<file path="config.mk">
export PLATFORM = sky130hd
export DESIGN_NAME = vmx_transfer_ctrl
export DESIGN_NICKNAME = d
export VERILOG_FILES = /design/src/rtl/vmx_pkg.sv /design/src/rtl/vmx_strobe_dec.sv /design/src/rtl/vmx_xfer_fsm.sv /design/src/rtl/vmx_row_ram.sv /design/src/rtl/vmx_sam_port.sv /design/src/rtl/vmx_transfer_ctrl.sv
export SDC_FILE = /design/constraint.sdc
export NUM_CORES = 2
export LEC_CHECK = 0
export BUFFER_PORTS_ARGS = -buffer_cell sky130_fd_sc_hd__buf_2
export CAP_MARGIN = 20
export CORE_ASPECT_RATIO = 1.5
export CORE_UTILIZATION = 55
export CTS_BUF_LIST = sky130_fd_sc_hd__clkbuf_4 sky130_fd_sc_hd__clkbuf_8
export DETAILED_ROUTE_END_ITERATION = 8
export PLACE_DENSITY = 0.7
export SLEW_MARGIN = 10
export SYNTH_ARGS = -nofsm -noshare
export SYNTH_HDL_FRONTEND = slang
export SYNTH_HIERARCHICAL = 1
export SYNTH_SLANG_ARGS = --single-unit
</file>
<file path="constraint.sdc">
create_clock -name clk -period 1.1 [get_ports clk]
set_input_delay 0 -clock clk [delete_from_list [all_inputs] [get_ports clk]]
set_output_delay 0 -clock clk [all_outputs]
set_load 0.03 [all_outputs]
</file>
<file path="src/rtl/vmx_pkg.sv">
package vmx_pkg;

  // Transfer kind decoded at the row-strobe falling edge
  typedef enum logic [1:0] {
    XK_NONE   = 2'd0,
    XK_READ   = 2'd1,
    XK_WRITE  = 2'd2,
    XK_PSEUDO = 2'd3
  } xkind_e;

  // Transfer window currently open
  typedef enum logic [1:0] {
    PH_IDLE  = 2'd0,
    PH_READ  = 2'd1,
    PH_WRITE = 2'd2
  } phase_e;

endpackage

</file>
<file path="src/rtl/vmx_strobe_dec.sv">
module vmx_strobe_dec
  import vmx_pkg::*;
(
  input  logic   clk,
  input  logic   rst_n,
  input  logic   row_strobe_n,
  input  logic   col_strobe_n,
  input  logic   xfer_oe_n,
  input  logic   wmask_en_n,
  input  logic   ser_en_n,
  input  logic   func_sel,
  input  logic   sclk,
  output logic   row_fall,
  output logic   row_rise,
  output logic   col_fall,
  output logic   oe_rise,
  output logic   sc_rise,
  output xkind_e kind
);

  logic row_p, col_p, oe_p, sc_p;

  always_ff @(posedge clk or negedge rst_n) begin
    if (!rst_n) begin
      row_p <= 1'b1;
      col_p <= 1'b1;
      oe_p  <= 1'b1;
      sc_p  <= 1'b0;
    end else begin
      row_p <= row_strobe_n;
      col_p <= col_strobe_n;
      oe_p  <= xfer_oe_n;
      sc_p  <= sclk;
    end
  end

  assign row_fall = row_p & ~row_strobe_n;
  assign row_rise = ~row_p & row_strobe_n;
  assign col_fall = col_p & ~col_strobe_n;
  assign oe_rise  = ~oe_p & xfer_oe_n;
  assign sc_rise  = ~sc_p & sclk;

  // Level decode, meaningful only together with row_fall
  always_comb begin
    kind = XK_NONE;
    if (col_strobe_n && !xfer_oe_n && !func_sel) begin
      if (wmask_en_n)    kind = XK_READ;
      else if (ser_en_n) kind = XK_PSEUDO;
      else               kind = XK_WRITE;
    end
  end

endmodule

</file>
<file path="src/rtl/vmx_xfer_fsm.sv">
module vmx_xfer_fsm
  import vmx_pkg::*;
#(
  parameter int RAW    = 4,
  parameter int CAW    = 5,
  parameter int BLOCKS = 4
) (
  input  logic              clk,
  input  logic              rst_n,
  input  logic              row_fall,
  input  logic              row_rise,
  input  logic              col_fall,
  input  logic              oe_rise,
  input  xkind_e            kind,
  input  logic [RAW-1:0]    row_addr,
  input  logic [CAW-1:0]    col_addr,
  input  logic [BLOCKS-1:0] mask_in,
  output logic              in_read,
  output logic              in_write,
  output logic              rd_commit,
  output logic              wr_commit,
  output logic              ram_we,
  output logic [RAW-1:0]    row_q,
  output logic [CAW-1:0]    col_q,
  output logic [BLOCKS-1:0] mask_q
);

  phase_e            st_q, st_d;
  logic [RAW-1:0]    row_d;
  logic [CAW-1:0]    col_d;
  logic [BLOCKS-1:0] mask_d;
  logic              pseudo_q, pseudo_d;
  logic              cap_en;

  // next-state
  always_comb begin
    st_d     = st_q;
    row_d    = row_q;
    col_d    = col_q;
    mask_d   = mask_q;
    pseudo_d = pseudo_q;
    cap_en   = 1'b0;
    unique case (st_q)
      PH_IDLE: begin
        if (row_fall && kind != XK_NONE) begin
          cap_en   = 1'b1;
          st_d     = (kind == XK_READ) ? PH_READ : PH_WRITE;
          row_d    = row_addr;
          mask_d   = mask_in;
          pseudo_d = (kind == XK_PSEUDO);
          col_d    = '0;
        end
      end
      PH_READ: begin
        if (col_fall) begin
          cap_en = 1'b1;
          col_d  = col_addr;
        end
        if (oe_rise) st_d = PH_IDLE;
      end
      PH_WRITE: begin
        if (col_fall) begin
          cap_en = 1'b1;
          col_d  = col_addr;
        end
        if (row_rise) st_d = PH_IDLE;
      end
      default: st_d = PH_IDLE;
    endcase
  end

  // registers
  always_ff @(posedge clk or negedge rst_n) begin
    if (!rst_n) begin
      st_q     <= PH_IDLE;
      row_q    <= '0;
      col_q    <= '0;
      mask_q   <= '0;
      pseudo_q <= 1'b0;
    end else begin
      st_q <= st_d;
      if (cap_en) begin
        row_q    <= row_d;
        col_q    <= col_d;
        mask_q   <= mask_d;
        pseudo_q <= pseudo_d;
      end
    end
  end

  assign in_read   = (st_q == PH_READ);
  assign in_write  = (st_q == PH_WRITE);
  assign rd_commit = in_read & oe_rise;
  assign wr_commit = in_write & row_rise;
  assign ram_we    = wr_commit & ~pseudo_q;

  // a rejected strobe pattern leaves the block idle
  p_no_start_on_reject_r12: assert property (@(posedge clk) disable iff (!rst_n)
    (st_q == PH_IDLE && row_fall && kind == XK_NONE) |=> (st_q == PH_IDLE));

  // column latched at the column-strobe fall inside a window
  p_col_capture_r4: assert property (@(posedge clk) disable iff (!rst_n)
    ((st_q != PH_IDLE) && col_fall) |=> (col_q == $past(col_addr)));

endmodule

</file>
<file path="src/rtl/vmx_row_ram.sv">
module vmx_row_ram #(
  parameter int ROWS   = 16,
  parameter int COLS   = 32,
  parameter int BLOCKS = 4,
  localparam int RAW   = (ROWS > 1) ? $clog2(ROWS) : 1
) (
  input  logic                         clk,
  input  logic                         we,
  input  logic [RAW-1:0]               wrow,
  input  logic [BLOCKS-1:0]            wmask,
  input  logic [COLS-1:0][BLOCKS-1:0]  wdata,
  input  logic [RAW-1:0]               rrow,
  output logic [COLS-1:0][BLOCKS-1:0]  rdata
);

  logic [COLS-1:0][BLOCKS-1:0] mem_q [ROWS];

  // storage array: no reset, write enable explicit
  always_ff @(posedge clk) begin
    if (we) begin
      for (int c = 0; c < COLS; c++) begin
        for (int b = 0; b < BLOCKS; b++) begin
          if (wmask[b]) mem_q[wrow][c][b] <= wdata[c][b];
        end
      end
    end
  end

  assign rdata = mem_q[rrow];

endmodule

</file>
<file path="src/rtl/vmx_sam_port.sv">
module vmx_sam_port #(
  parameter int COLS   = 32,
  parameter int BLOCKS = 4,
  localparam int CAW   = (COLS > 1) ? $clog2(COLS) : 1
) (
  input  logic                         clk,
  input  logic                         rst_n,
  input  logic                         sc_rise,
  input  logic                         rd_commit,
  input  logic                         wr_commit,
  input  logic                         in_read,
  input  logic                         in_write,
  input  logic [CAW-1:0]               start_col,
  input  logic [COLS-1:0][BLOCKS-1:0]  load_row,
  input  logic [BLOCKS-1:0]            sdin,
  input  logic                         sdin_drive,
  output logic [COLS-1:0][BLOCKS-1:0]  sam_q,
  output logic [BLOCKS-1:0]            sdout,
  output logic                         sport_in,
  output logic                         proto_err
);

  logic [COLS-1:0][BLOCKS-1:0] sam_d;
  logic                        sam_ld;
  logic [CAW-1:0]              ptr_q, ptr_d, ptr_inc;
  logic                        in_q, in_d;
  logic [BLOCKS-1:0]           dout_q, dout_d;
  logic                        err_q, err_d;
  logic                        forbid;

  assign forbid  = in_write | (in_read & in_q);
  assign ptr_inc = (ptr_q == CAW'(COLS - 1)) ? '0 : ptr_q + 1'b1;

  // next-state
  always_comb begin
    sam_d  = sam_q;
    sam_ld = 1'b0;
    ptr_d  = ptr_q;
    in_d   = in_q;
    dout_d = dout_q;
    err_d  = sc_rise & (forbid | (~in_q & sdin_drive));
    if (rd_commit) begin
      sam_d  = load_row;
      sam_ld = 1'b1;
      ptr_d  = start_col;
      in_d   = 1'b0;
    end else if (wr_commit) begin
      ptr_d  = start_col;
      in_d   = 1'b1;
    end else if (sc_rise && !forbid) begin
      if (in_q) begin
        sam_d[ptr_q] = sdin;
        sam_ld       = 1'b1;
        ptr_d        = ptr_inc;
      end else if (!sdin_drive) begin
        dout_d = sam_q[ptr_q];
        ptr_d  = ptr_inc;
      end
    end
  end

  // serial register: data only, no reset
  always_ff @(posedge clk) begin
    if (sam_ld) sam_q <= sam_d;
  end

  always_ff @(posedge clk or negedge rst_n) begin
    if (!rst_n) begin
      ptr_q  <= '0;
      in_q   <= 1'b1;
      dout_q <= '0;
      err_q  <= 1'b0;
    end else begin
      ptr_q  <= ptr_d;
      in_q   <= in_d;
      dout_q <= dout_d;
      err_q  <= err_d;
    end
  end

  assign sdout     = dout_q;
  assign sport_in  = in_q;
  assign proto_err = err_q;

  p_rd_enters_output_r1: assert property (@(posedge clk) disable iff (!rst_n)
    rd_commit |=> !sport_in);

  p_wr_enters_input_r2: assert property (@(posedge clk) disable iff (!rst_n)
    wr_commit |=> sport_in);

  p_ptr_start_r4: assert property (@(posedge clk) disable iff (!rst_n)
    (rd_commit || wr_commit) |=> (ptr_q == $past(start_col)));

  p_ptr_wrap_r7: assert property (@(posedge clk) disable iff (!rst_n)
    (sc_rise && !forbid && !rd_commit && !wr_commit && (in_q || !sdin_drive)
     && ptr_q == CAW'(COLS - 1)) |=> (ptr_q == '0));

  p_sam_frozen_in_write_r8: assert property (@(posedge clk) disable iff (!rst_n)
    in_write |=> $stable(sam_q));

  p_err_needs_sc_r9: assert property (@(posedge clk) disable iff (!rst_n)
    proto_err |-> $past(sc_rise));

endmodule

</file>
<file path="src/rtl/vmx_transfer_ctrl.sv">
module vmx_transfer_ctrl
  import vmx_pkg::*;
#(
  parameter int ROWS   = 16,
  parameter int COLS   = 32,
  parameter int BLOCKS = 4,
  localparam int RAW   = (ROWS > 1) ? $clog2(ROWS) : 1,
  localparam int CAW   = (COLS > 1) ? $clog2(COLS) : 1,
  localparam int AW    = (RAW > CAW) ? RAW : CAW
) (
  input  logic              clk,
  input  logic              rst_n,
  input  logic              row_strobe_n,
  input  logic              col_strobe_n,
  input  logic              xfer_oe_n,
  input  logic              wmask_en_n,
  input  logic              ser_en_n,
  input  logic              func_sel,
  input  logic [AW-1:0]     addr,
  input  logic [BLOCKS-1:0] dq_mask,
  input  logic              sclk,
  input  logic [BLOCKS-1:0] sdin,
  input  logic              sdin_drive,
  output logic [BLOCKS-1:0] sdout,
  output logic              sport_in,
  output logic              proto_err
);

  // reset: asserted asynchronously, released on the clock
  logic rst_s1, rst_q;
  always_ff @(posedge clk or negedge rst_n) begin
    if (!rst_n) begin
      rst_s1 <= 1'b0;
      rst_q  <= 1'b0;
    end else begin
      rst_s1 <= 1'b1;
      rst_q  <= rst_s1;
    end
  end

  logic row_fall, row_rise, col_fall, oe_rise, sc_rise;
  xkind_e kind;

  vmx_strobe_dec u_dec (
    .clk          (clk),
    .rst_n        (rst_q),
    .row_strobe_n (row_strobe_n),
    .col_strobe_n (col_strobe_n),
    .xfer_oe_n    (xfer_oe_n),
    .wmask_en_n   (wmask_en_n),
    .ser_en_n     (ser_en_n),
    .func_sel     (func_sel),
    .sclk         (sclk),
    .row_fall     (row_fall),
    .row_rise     (row_rise),
    .col_fall     (col_fall),
    .oe_rise      (oe_rise),
    .sc_rise      (sc_rise),
    .kind         (kind)
  );

  logic              in_read, in_write, rd_commit, wr_commit, ram_we;
  logic [RAW-1:0]    row_q;
  logic [CAW-1:0]    col_q;
  logic [BLOCKS-1:0] mask_q;

  vmx_xfer_fsm #(.RAW(RAW), .CAW(CAW), .BLOCKS(BLOCKS)) u_fsm (
    .clk       (clk),
    .rst_n     (rst_q),
    .row_fall  (row_fall),
    .row_rise  (row_rise),
    .col_fall  (col_fall),
    .oe_rise   (oe_rise),
    .kind      (kind),
    .row_addr  (addr[RAW-1:0]),
    .col_addr  (addr[CAW-1:0]),
    .mask_in   (dq_mask),
    .in_read   (in_read),
    .in_write  (in_write),
    .rd_commit (rd_commit),
    .wr_commit (wr_commit),
    .ram_we    (ram_we),
    .row_q     (row_q),
    .col_q     (col_q),
    .mask_q    (mask_q)
  );

  logic [COLS-1:0][BLOCKS-1:0] sam_row, ram_row;

  vmx_row_ram #(.ROWS(ROWS), .COLS(COLS), .BLOCKS(BLOCKS)) u_ram (
    .clk   (clk),
    .we    (ram_we),
    .wrow  (row_q),
    .wmask (mask_q),
    .wdata (sam_row),
    .rrow  (row_q),
    .rdata (ram_row)
  );

  vmx_sam_port #(.COLS(COLS), .BLOCKS(BLOCKS)) u_sam (
    .clk        (clk),
    .rst_n      (rst_q),
    .sc_rise    (sc_rise),
    .rd_commit  (rd_commit),
    .wr_commit  (wr_commit),
    .in_read    (in_read),
    .in_write   (in_write),
    .start_col  (col_q),
    .load_row   (ram_row),
    .sdin       (sdin),
    .sdin_drive (sdin_drive),
    .sam_q      (sam_row),
    .sdout      (sdout),
    .sport_in   (sport_in),
    .proto_err  (proto_err)
  );

endmodule

</file>
; ---- Word-level counts from Yosys, hierarchy flattened
; Memory sizes are Yosys's and may differ from the RTL's.
; Cells that the tools add are included.
[word_totals]
ff_bits = 161
ramBits = 2048
input_bits = 23
output_inout_bits = 6
word_cells = 154
mem_count = 1
[mem_list]
columns = name, depth, word_bits, rd, rd_ports_with_merged_regs, wr, line
row1 = u_ram.mem_q, 16, 128, 1, 0, 1, vmx_row_ram.sv:16  ; logic [COLS-1:0][BLOCKS-1:0] mem_q [ROWS];
[op_classes]
addsub = 1
order_cmp = 2
n_eq_ne = 11
mux = 47
n_bitwise = 23
n_reduce_logical = 22
[op_table]
columns = operator, count
row1 = two-way mux 128 bit, 4
row2 = bitwise mux 128 bit, 1
row3 = two-way mux 5 bit, 8
row4 = two-way mux 1 bit, 21
row5 = binary-select mux 4 bit (select 5 bit), 1
row6 = demux 4 bit (select 5 bit), 1
row7 = two-way mux 2 bit, 6
row8 = AND 1 bit, 11
row9 = inverter 1 bit, 10
row10 = one-hot mux 5 bit (2 select lines), 1
row11 = nonzero test 2 bit, 5
row12 = two-way mux 4 bit, 2
row13 = != test 2 x 1 -> 1 bit (second input constant), 4
row14 = AND reduction 4 bit, 2
row15 = < comparator 5 x 6 -> 1 bit (second input constant), 1
row16 = one-hot mux 2 bit (3 select lines), 1
row17 = AND reduction 3 bit, 2
row18 = adder 5 x 1 -> 5 bit (second input constant), 1
row19 = equality test 5 bit (second input constant), 1
row20 = >= comparator 5 x 1 -> 1 bit (second input constant), 1
row21 = logical AND 1 bit, 5
row22 = AND reduction 5 bit, 1
row23 = equality test 2 x 1 -> 1 bit (second input constant), 2
row24 = equality test 2 bit (second input constant), 2
row25 = 9 further kinds, 12

; ---- Logic depth before layout (Yosys ltp)
[logic_depth]
word_depth = 9
mapped_depth = 10
depth_no_buf = 8

; ---- By module
; The synthesis kept the hierarchy.
[modules_own_cells]
columns = module, instances, cells_per_inst, area_each_um2, seq_area_each_um2
row1 = vmx_row_ram, 1, 3298, 77225.3, 61499.0
row2 = vmx_sam_port, 1, 627, 7405.9, 4120.2
row3 = vmx_xfer_fsm, 1, 64, 777.0, 400.4
row4 = vmx_strobe_dec, 1, 12, 168.9, 103.8
row5 = vmx_transfer_ctrl, 1, 3, 53.8, 50.0

; ---- Worst setup path after synthesis
; No wires, ideal clock.
[synth_path]
kind = reg2reg
startpoint = reg u_fsm.st_q[0]
endpoint = mem u_ram/mem_q[3][103] (netlist bit), enable pin
setup_time_ns = 0.421
t_arrival_ns = 2.773
required_time_ns = 0.679
setup_slack_ns = -2.094
path_stages_with_launch = 8
n_path_buf = 1
period_less_slack_ns = 3.194
cell_sequence = dfrtp_1 inv_1 ha_1 and2_1 and2_1 nand2_1 clkbuf_1 nor2_1
[synth_via]
elab_chain_cells = 5
[synth_lines]
columns = item, line
row1 = start: declaration, vmx_xfer_fsm.sv:28  ; phase_e st_q, st_d;
row2 = start signal: assignment, vmx_xfer_fsm.sv:81  ; st_q <= st_d;
row3 = equality test 2 bit, vmx_xfer_fsm.sv:92  ; assign in_write = (st_q == PH_WRITE);
row4 = named net in_write, vmx_transfer_ctrl.sv:62  ; logic in_read, in_write, rd_commit, wr_commit, ram_we;
row5 = AND 1 bit, vmx_xfer_fsm.sv:94  ; assign wr_commit = in_write & row_rise;
row6 = named net wr_commit, vmx_transfer_ctrl.sv:62
row7 = AND 1 bit, vmx_xfer_fsm.sv:95  ; assign ram_we = wr_commit & ~pseudo_q;
row8 = named net ram_we, vmx_transfer_ctrl.sv:62
row9 = two-way mux 1 bit, vmx_row_ram.sv:20  ; if (we) begin
row10 = two-way mux 1 bit (implied by the code), vmx_row_ram.sv:23  ; if (wmask[b]) mem_q[wrow][c][b] <= wdata[c][b];
row11 = end: declaration, vmx_row_ram.sv:16
; The timed path passes the listed nets, and every way through them passes these cells.

==> key figures <==
Outcome
  – Run status: finished, violations left
  – Failing checks: hold timing, setup timing

Worst setup path
  – Critical path buffer and inverter count: 3
  – Most common cell on crit path: buf_12
  – Startpoint Class: flop
  – Max stage delay on crit path: 0.52 ns
  – Family with the most delay on the worst path: multiplexers
  – CP required: 1.86 ns
  – Crit-path slowest cell: mux4_2
  – Crit path DAT: 3.29 ns
  – Critical-path cell list: buf_12 -> buf_16 -> buf_12 -> mux4_2 -> mux2_4 -> o22a_1 -> nand2_2 -> o21ai_2
  – CP endpoint kind: flop
  – Setup CP Type: reg -> reg
  – Critical Path Fanout Max: 8

Clock tree
  – CTS HTree Levels: 5
  – Worst-path clk slew: 0.06 ns
  – Max Root-Sink Buffers: 4
  – TritonCTS clock tree: yes
  – Clk root buf: clkbuf_8
  – CTS Buf Count: 316
  – Hold buffers post-CTS: 38
  – Clk_lat worst skew: 1.05 ns
  – Clk sinks: 2209

Layout
  – Area Overhead vs Synth: 26.9%
  – Most common cell after layout, fill and taps aside: edfxtp_1
  – Nets: 5189
  – Share of cells above drive strength 1: 0.462
  – Most frequent cells in the layout: edfxtp_1, buf_4, mux4_2, clkbuf_8, buf_12
  – Fin cells: 7435
  – Multi-input logic area: 20400 um2
  – Cell area after layout: 109000 um2
  – Filler cells: 8806
  – Register area: 66200 um2

GRT
  – GR Util All Layers: 0.331
  – Global-route wire length before repair: 358 mm
  – GRT overflow: 0
  – Initial antenna violation count: 9
  – Vias in the first global route: 48900
  – Pin count of the biggest net entering global routing: 47

Timing
  – Final worst-path cycle share: 2.30
  – WHS: -0.248 ns
  – Post-Route Setup TNS: -2866.27 ns
  – Min Tclk post-route: 2.54 ns
  – Final hold violations: 2
  – Setup Skew: 0.0743 ns
  – Worst slew margin: 0.605
  – Worst-Margin Slew: 0.593 ns
  – Final setup viols: 2469
  – RSZ-0062 raised after global routing: true
  – Highest Clock Rate: 394 MHz
  – Setup ws final: -1.44 ns
  – Fin. max-slew vios: 0

Power
  – Leakage: 36.0 nW
  – Sequential share of power: 0.383
  – Worst VDD drop: 2.10 mV
  – Clk pwr share: 0.251
  – Combinational power share: 0.366
  – Internal: 169 mW
  – Sw Pwr: 77.9 mW
  – Total power: 247 mW
  – Switch share: 0.315
  – Pwr/cell area: 2270 nW/um2

Routing
  – Met3 WL: 31.5 mm
  – Post-DR wirelength/cell: 36.0 um
  – DRT Pass-1 Iters: 6
  – Drt drc: 0
  – Drt via density: 6.72
  – Post-Route WL: 268 mm
  – Final ANT Viol Nets: 0
  – Post-Route M1 WL: 88.0 mm
  – WL met2: 128 mm
  – Max Used Layer: met5
  – Drt initial violations: 7027
  – Vias: 50000

Synth
  – Syn avg cell area: 21.4 um2
  – Seq/Total Area, Yosys: 0.773
  – Synth cell types: 60
  – FF+latch count, synth: 2209
  – Number of flops mapped to enable cells by yosys: 2176
  – Post-synth ARST share: 0.0149
  – Fraction of synthesized area in multiplexers: 0.147
  – Post-synthesis cell count: 4004
  – Largest family of logic cells by synthesized area: multiplexers
  – Post-Syn Nets: 4036
  – YS warnings: 6
  – Post-synthesis compound-gate area fraction: 0.0414
  – Synth Flop Type: edfxtp_1
  – Synthesized cell area: 85600 um2
  – Post-Synth Simple-Gate Area: 0.0222
  – Synth Area in Adders: 0.00132
  – Post-Synth XOR/XNOR Area: 0

Placed design
  – Post-DP Area: 96100 um2
  – Detailed Place HPWL: 157 mm
  – Placed cell count: 6611
  – Placement Setup Slack: -1.76 ns
  – Final Wtd Congestion: 1.04
  – Port bufs: 28

Flow run
  – Max_cap viols: 0

Floorplanning
  – I/O pin cnt: 29
  – Initial Utilization: 0.553
  – Chip Width: 324 um
  – Core Region: 155000 um2
  – Placement Rows: 177
  – Die height: 485 um
  – Area of the die: 157000 um2

Worst hold path
  – Worst hold path type: in -> reg
## cells in the mapped netlist (all sizes together) (43+ instances only)
cell type	count	share of area
edfxtp	2176	0.76
mux4	494	0.13
a22oi	220	0.019
nand2	200	0.0088
buf	119	0.0090
clkbuf	117	0.0051
nor2	95	0.0042
o21ai	90	0.0053
mux2	86	0.011
a22o	64	0.0065
mux2i	53	0.0062
nor2b	43	0.0031
## final cells by class
cell class | count | area share
well taps | 2058 | 0.0237
inverters | 15 | 0.000518
repair buffers | 1069 | 0.125
flip-flops and latches | 2209 | 0.609
multi-input cells | 1546 | 0.188
clock inverters | 121 | 0.00642
diodes | 6 | 0.000138
clock buffers | 411 | 0.0471
## per-layer routing
layer | vias up | GRT usage
li1 | 19200 | -
met4 | 6 | 0.197
met2 | 4151 | 0.516
met1 | 25600 | 0.427
met3 | 979 | 0.0771
met5 | - | 0.00657
## logic make-up after synthesis
kind of cell | after synthesis
other cells | 1
fa+ha+maj | 9
buf+inv | 251
mux | 633
flops | 2209
compound gates | 483
simple gates | 418
## worst reg2reg max path, stage by stage, from the launching register on
cell	delay, ns
dfrtp_4	0.44
buf_12	0.19
buf_16	0.20
buf_12	0.15
mux4_2	0.52
mux2_4	0.28
o22a_1	0.25
nand2_2	0.14
o21ai_2	0.07
## flip-flops by register name (all words and copies together) (netlist names), 2 cells and up
register,count
u_fsm/row_q,4
u_sam/sdout,4
u_sam/ptr_q,5
u_fsm/st_q,2
u_fsm/col_q,5
u_fsm/mask_q,4
u_ram/mem_q,2048
u_sam/sam_q,128
## power by group through the flow
stage | Combinational [mW] | Sequential (mW) | Clock (mW)
global placement | 71.5 | 96.2 | 0
floorplan | 41.8 | 96.1 | 0
global route | 92.9 | 94.5 | 65.8
detailed placement | 72.3 | 96.3 | 0
CTS | 85.1 | 94.4 | 62.3
finish | 90.5 | 94.6 | 62.1
## metrics by stage
step | hold WS (ns) | util
after floorplan | -0.296 | -
after global placement | -0.210 | 0.621
after detailed placement | -0.207 | 0.621
after CTS | -0.392 | 0.685
after global routing | -0.265 | 0.702
final | -0.248 | 0.702
## final timing paths
kind | startpoint | to | slack (ns) | cells after the start
max | u_fsm/row_q[0] | u_sam/sam_q[126] | -1.44 | 8
min | xfer_oe_n | u_fsm/st_q[1] | -0.25 | 6
max reg2reg | u_fsm/row_q[0] | u_sam/sam_q[126] | -1.44 | 8
min reg2reg | rst_q | u_fsm/pseudo_q | 0.25 | 1
max in group asynchronous | rst_n | rst_q | 0.55 | 4
min in group asynchronous | rst_q | u_fsm/pseudo_q | 0.25 | 1
## repair_timing
action | in CTS | in global routing
pin swaps | 197 | 82
hold endpoints to repair | 165 | 6
setup endpoints to repair | 2369 | 2417
gates resized for setup | 450 | 182
cloned | 36 | 56
buffers inserted | 95 | 64
Power figures use the tool's default switching activity.
